[src/rtl/msi_pkg.sv]
`timescale 1ns/1ps
package msi_pkg;
  localparam int OFS_W = 12;

  typedef enum logic [2:0] {
    SEL_NONE,
    SEL_ADDR_LO,
    SEL_ADDR_HI,
    SEL_ENABLE,
    SEL_MASK,
    SEL_STATUS
  } reg_sel_e;

  // Offset map; the status offset is what gives a write its XOR meaning.
  function automatic reg_sel_e decode_ofs(input logic [OFS_W-1:0] ofs);
    case (ofs)
      12'h820: return SEL_ADDR_LO;
      12'h824: return SEL_ADDR_HI;
      12'h828: return SEL_ENABLE;
      12'h82C: return SEL_MASK;
      12'h830: return SEL_STATUS;
      default: return SEL_NONE;
    endcase
  endfunction
endpackage

[src/rtl/msi_cfg_regs.sv]
`timescale 1ns/1ps
module msi_cfg_regs
  import msi_pkg::*;
#(
  parameter int DATA_W = 32
) (
  input  logic                  clk,
  input  logic                  rst,
  input  logic                  wr_en,
  input  reg_sel_e              sel,
  input  logic [DATA_W-1:0]     wdata,
  output logic [2*DATA_W-1:0]   msg_addr,
  output logic [DATA_W-1:0]     enable,
  output logic [DATA_W-1:0]     mask
);
  localparam int HALVES = 2;

  logic [DATA_W-1:0] addr_half [HALVES];

  // Each half of the message address is its own register word.
  for (genvar h = 0; h < HALVES; h++) begin : g_half
    localparam reg_sel_e HSEL = (h == 0) ? SEL_ADDR_LO : SEL_ADDR_HI;
    always_ff @(posedge clk) begin
      if (rst)                        addr_half[h] <= '0;
      else if (wr_en && sel == HSEL)  addr_half[h] <= wdata;
    end
    assign msg_addr[h*DATA_W +: DATA_W] = addr_half[h];
  end

  always_ff @(posedge clk) begin
    if (rst) begin
      enable <= '0;
      mask   <= '0;
    end else if (wr_en) begin
      if (sel == SEL_ENABLE) enable <= wdata;
      if (sel == SEL_MASK)   mask   <= wdata;
    end
  end
endmodule

[src/rtl/msi_window_match.sv]
`timescale 1ns/1ps
module msi_window_match #(
  parameter int DATA_W = 32,
  parameter int MSG_LEN = 4,
  localparam int IDX_W = $clog2(DATA_W),
  localparam int ADDR_W = 2 * DATA_W
) (
  input  logic              clk,
  input  logic              rst,
  input  logic              in_valid,
  input  logic              in_write,
  input  logic [2:0]        in_len,
  input  logic [ADDR_W-1:0] in_addr,
  input  logic [DATA_W-1:0] in_data,
  input  logic [ADDR_W-1:0] msg_addr,
  input  logic [DATA_W-1:0] enable,
  output logic              cap_fire,
  output logic [DATA_W-1:0] cap_vec,
  output logic              claim_q,
  output logic              pass_q
);
  localparam logic [DATA_W-1:0] IDX_MOD = DATA_W[DATA_W-1:0];

  logic [IDX_W-1:0]  bit_idx;
  logic [DATA_W-1:0] onehot;

  // Only the low index bits of the message data pick the vector.
  assign bit_idx = IDX_W'(in_data % IDX_MOD);

  for (genvar g = 0; g < DATA_W; g++) begin : g_dec
    assign onehot[g] = (bit_idx == IDX_W'(g));
  end

  assign cap_fire = in_valid && in_write && (in_addr == msg_addr)
                 && (in_len == 3'(MSG_LEN)) && (|enable);
  assign cap_vec  = onehot & enable;

  always_ff @(posedge clk) begin
    if (rst) begin
      claim_q <= 1'b0;
      pass_q  <= 1'b0;
    end else begin
      claim_q <= cap_fire;
      pass_q  <= in_valid && !cap_fire;
    end
  end
endmodule

[src/rtl/msi_status_core.sv]
`timescale 1ns/1ps
module msi_status_core #(
  parameter int DATA_W = 32
) (
  input  logic              clk,
  input  logic              rst,
  input  logic              cap_fire,
  input  logic [DATA_W-1:0] cap_vec,
  input  logic              stat_wr,
  input  logic [DATA_W-1:0] wdata,
  input  logic [DATA_W-1:0] mask,
  output logic [DATA_W-1:0] status,
  output logic              irq
);
  logic [DATA_W-1:0] nxt;

  // A software toggle is applied first, then a same-cycle capture ORs in.
  always_comb begin
    nxt = stat_wr ? (status ^ wdata) : status;
    if (cap_fire) nxt = nxt | cap_vec;
  end

  always_ff @(posedge clk) begin
    if (rst) begin
      status <= '0;
      irq    <= 1'b0;
    end else begin
      status <= nxt;
      if (cap_fire && |(nxt & ~mask)) irq <= 1'b1;
      else if (stat_wr && nxt == '0)  irq <= 1'b0;
    end
  end
endmodule

[src/rtl/msi_catcher.sv]
`timescale 1ns/1ps
module msi_catcher
  import msi_pkg::*;
#(
  parameter int DATA_W = 32,
  localparam int ADDR_W = 2 * DATA_W
) (
  input  logic              clk,
  input  logic              rst,
  input  logic              reg_wr,
  input  logic              reg_rd,
  input  logic [OFS_W-1:0]  reg_ofs,
  input  logic [DATA_W-1:0] reg_wdata,
  output logic [DATA_W-1:0] reg_rdata,
  input  logic              in_valid,
  input  logic              in_write,
  input  logic [2:0]        in_len,
  input  logic [ADDR_W-1:0] in_addr,
  input  logic [DATA_W-1:0] in_data,
  output logic              in_claim,
  output logic              in_pass,
  output logic              irq
);
  reg_sel_e          sel;
  logic              stat_wr;
  logic [ADDR_W-1:0] msg_addr;
  logic [DATA_W-1:0] enable_q;
  logic [DATA_W-1:0] mask_q;
  logic [DATA_W-1:0] status_q;
  logic              cap_fire;
  logic [DATA_W-1:0] cap_vec;

  assign sel     = decode_ofs(reg_ofs);
  assign stat_wr = reg_wr && (sel == SEL_STATUS);

  msi_cfg_regs #(.DATA_W(DATA_W)) u_cfg (
    .clk(clk), .rst(rst), .wr_en(reg_wr), .sel(sel), .wdata(reg_wdata),
    .msg_addr(msg_addr), .enable(enable_q), .mask(mask_q)
  );

  msi_window_match #(.DATA_W(DATA_W)) u_match (
    .clk(clk), .rst(rst), .in_valid(in_valid), .in_write(in_write),
    .in_len(in_len), .in_addr(in_addr), .in_data(in_data),
    .msg_addr(msg_addr), .enable(enable_q),
    .cap_fire(cap_fire), .cap_vec(cap_vec),
    .claim_q(in_claim), .pass_q(in_pass)
  );

  msi_status_core #(.DATA_W(DATA_W)) u_stat (
    .clk(clk), .rst(rst), .cap_fire(cap_fire), .cap_vec(cap_vec),
    .stat_wr(stat_wr), .wdata(reg_wdata), .mask(mask_q),
    .status(status_q), .irq(irq)
  );

  always_ff @(posedge clk) begin
    if (rst) begin
      reg_rdata <= '0;
    end else if (reg_rd) begin
      case (sel)
        SEL_ADDR_LO: reg_rdata <= msg_addr[DATA_W-1:0];
        SEL_ADDR_HI: reg_rdata <= msg_addr[ADDR_W-1:DATA_W];
        SEL_ENABLE:  reg_rdata <= enable_q;
        SEL_MASK:    reg_rdata <= mask_q;
        SEL_STATUS:  reg_rdata <= status_q;
        default:     reg_rdata <= '0;
      endcase
    end
  end
endmodule

[config.mk]
export PLATFORM = sky130hd
export DESIGN_NAME = msi_catcher
export DESIGN_NICKNAME = d
export VERILOG_FILES = /design/src/rtl/msi_pkg.sv /design/src/rtl/msi_cfg_regs.sv /design/src/rtl/msi_window_match.sv /design/src/rtl/msi_status_core.sv /design/src/rtl/msi_catcher.sv
export SDC_FILE = /design/constraint.sdc
export NUM_CORES = 1
export LEC_CHECK = 0
export BUFFER_PORTS_ARGS = -buffer_cell sky130_fd_sc_hd__buf_4
export CAP_MARGIN = 15
export CORE_ASPECT_RATIO = 1.2
export CORE_MARGIN = 2
export CORE_UTILIZATION = 50
export CTS_CLUSTER_SIZE = 10
export DETAILED_ROUTE_END_ITERATION = 8
export HOLD_SLACK_MARGIN = 0.08
export PLACE_DENSITY = 0.73
export SKIP_LAST_GASP = 1
export SLEW_MARGIN = 0
export SYNTH_ARGS = -nofsm -noshare
export SYNTH_HDL_FRONTEND = slang
export SYNTH_SLANG_ARGS = --single-unit
[constraint.sdc]
create_clock -name clk -period 8.35 [get_ports clk]
set_input_delay 0.4175 -clock clk [delete_from_list [all_inputs] [get_ports clk]]
set_output_delay 0.4175 -clock clk [all_outputs]
set_load 0.01 [all_outputs]
==> results.toml <==
[run_status]
status = "finished clean"

[worst_hold_path]
min_from = "reg_wdata[4]"
whs_path_depth = 3
worstHoldPathType = "input port to flip-flop"
min_to = "u_cfg.mask[4]"

[drt]
viasPerCell = 6.229
drc = 0
drtAntennaViolNets = 0
num_vias = 10120
wl_per_cell_um = 24.95
finalWirelength_um = 40510
drtPass1Iterations = 9
drt_iter0_markers = 1194

[critical_path]
cpMaxStageDelayCell = "and3b_2"
rr_startpoint = "u_cfg.addr_half[1][13]"
crit_required_ns = 8.48
cp_cell_sequence = "buf_4, nand4bb_1, or2_2, nor3_2, buf_4, and3b_2, nand2_1, nand2b_1, buf_4"
r2r_end = "u_stat.status[14]"
cpMostUsedCell = "buf_4"
cp-start-kind = "input port"
worstPathArrival_ns = 4.25
reg2reg_depth = 9
path_max_fanout = 39
rrSetupSlack_ns = 4.68
end_kind = "flip-flop"
critPathKind = "input port to flip-flop"
cp_slowest_stage_delay_ns = 0.85

[clock_network]
htree_levels = 4
clkSinkCount = 195
clk_pin_slew_worst_paths_ns = 0.08
clk_latency_ns = 0.45
holdBufCountCts = 0
cts_tree = "built"
cts_buffers = 17
clockBufferDepth = 2
cts-root-buf = "clkbuf_16"
postCtsResizedCells = 0
post_cts_buffers = 0

[sta]
tns_ns = 0
max_slew.worst_pin.slew_ns = 0.9575
max_clock_freq_mhz = 242.6
fin_crit_sh = 0.4937
fin_crit_ns = 4.122
drv_slew = 0
clock_skew_ns = 0.01474
max-slew-margin-rel = 0.3616
rsz0062_at_grt = "no"
report.final.hold_viol_count = 0
setup_viol = 0

[placement]
place_hpwl_um = 29370
place_area_mm2 = 0.01176
io_buffers = 156
gp_congestion = 0.9706

[floorplan]
initial_core_util = 0.5129
chipWidth_um = 136.0
die_y_um = 162.5
dieArea_mm2 = 0.02210
io_pins = 184
rows = 57
core_mm2 = 0.02040

[global_route]
grt_pass1_vias = 9592
grt_antenna_before_repair = 1
grt_start_max_net_pins = 73
grt_first_pass_wirelength_um = 59880
grt_use_total = 0.3687
overflow = 0

[cells_and_area]
antenna_cells = 0
drive_above_1_share = 0.1656
areaGrowthSynthToFinish_pct = 18.65
stdcell_area_mm2 = 0.01241
mostFrequentLayoutCells = "nand2_1, buf_4, dfxtp_1, a21oi_1, nor2_1"
nNetsFinal = 1495
final_common_cell = "nand2_1"

[flow_run]
cap_violations = 0

[synth]
ys.flop_type = "dfxtp_1"
ys_async_sr_fraction = 0
synth_edf_count = 64
ys_seq_area_frac = 0.4344
yosys_warnings = 0
yosysUniqueCellTypes = 59
avgSynthCellArea_um2 = 8.423
syn_area_mm2 = 0.01046
synth_fp_nets = 1391
synth_seq_cells = 195
postSynthCellCount = 1242

[pwr]
power_density_mw_per_mm2 = 165.0
p_leak_uw = 0.004584
irDropWorstVdd_uv = 171.9
-- critical path, delay by kind of cell --
family | cells | cell delay, ns
buf+inv | 3 | 1.02
simple gates | 6 | 2.78
-- where the power goes --
part           leakage [uW]  switching [uW]  total [uW]  internal [uW]
clock              0.000300             421         861            441
sequential          0.00166            17.1        1010            994
combinational       0.00262             104         176           71.4
-- logic make-up (layout without fill, tap and decap cells) --
logic type	after synthesis	after routing	share of synthesized area
buffers and inverters	108	225	0.03911
multiplexers	33	33	0.03169
AND/OR/NAND/NOR	549	549	0.2585
AO/OA/AOI/OAI	265	265	0.1593
XOR/XNOR	92	92	0.07702
flip-flops	195	195	0.4344
-- Yosys cell counts (22+ instances only) --
master    instances  share of area
a21oi_1         125          0.060
a222oi_1         32          0.031
and2_1           70          0.042
clkbuf_1         82          0.029
dfxtp_1         131           0.25
edfxtp_1         64           0.18
mux2i_1          32          0.031
nand2_1         219          0.079
nand3_1          32          0.015
nor2_1           89          0.032
nor2b_1          29          0.017
nor4_1           33          0.020
o21ai_0          40          0.019
xnor2_1          22          0.018
xor2_1           70          0.059
-- state kept, by name, summed over array words and instances, names as in the netlist --
name and count:
u_cfg.addr_half 64, reg_rdata 32, u_cfg.enable 32, u_cfg.mask 32, u_stat.status 32, u_match.claim_q 1, u_match.pass_q 1, u_stat.irq 1
-- worst max-delay path by stage --
stage	startpoint	endpoint	slack [ns]	cells past startpoint
finish	reg_ofs[10]	u_cfg.addr_half[1][15]	4.23	9
detailed placement	reg_ofs[10]	u_cfg.addr_half[1][0]	3.68	10
global route	reg_ofs[10]	u_cfg.addr_half[1][30]	4.04	9
global placement	reg_ofs[10]	u_cfg.addr_half[1][14]	3.77	10
CTS	reg_ofs[10]	u_cfg.addr_half[1][0]	4.15	10
floorplan	reg_ofs[7]	u_stat.irq	5.27	10
-- layout make-up --
cell class                      instances  area (um2)
Fill cell                            1862        7985
Multi-Input combinational cell        939        5529
Sequential cell                       195        4544
Timing Repair Buffer                  172        1311
Clock buffer                           18       439.2
Tap cell                              265       331.6
Clock inverter                         14       177.7
Inverter                               21       78.83
-- metrics by stage --
stage            util  power (uW)  cells  hold slack (ns)  setup WS, ns
5_1_grt        0.6085        2099   1624           0.2404         4.040
3_3_place_gp   0.5766        1201   1590           0.4599         3.766
3_5_place_dp   0.5766        1201   1590           0.4664         3.684
6_report       0.6085        2048   1624           0.2365         4.228
4_1_cts        0.6068        2048   1622           0.2304         4.147
2_1_floorplan       -        1100   1242           0.4496         5.272
-- metal layers --
layer,vias up,part of all wire,track usage
li1,4608,-,-
met1,4831,0.39,0.4772
met2,582,0.48,0.6021
met3,93,0.086,0.06069
met4,2,0.045,0.1700
met5,-,0.00025,0
Note: power is estimated with default switching activity, not from simulation.
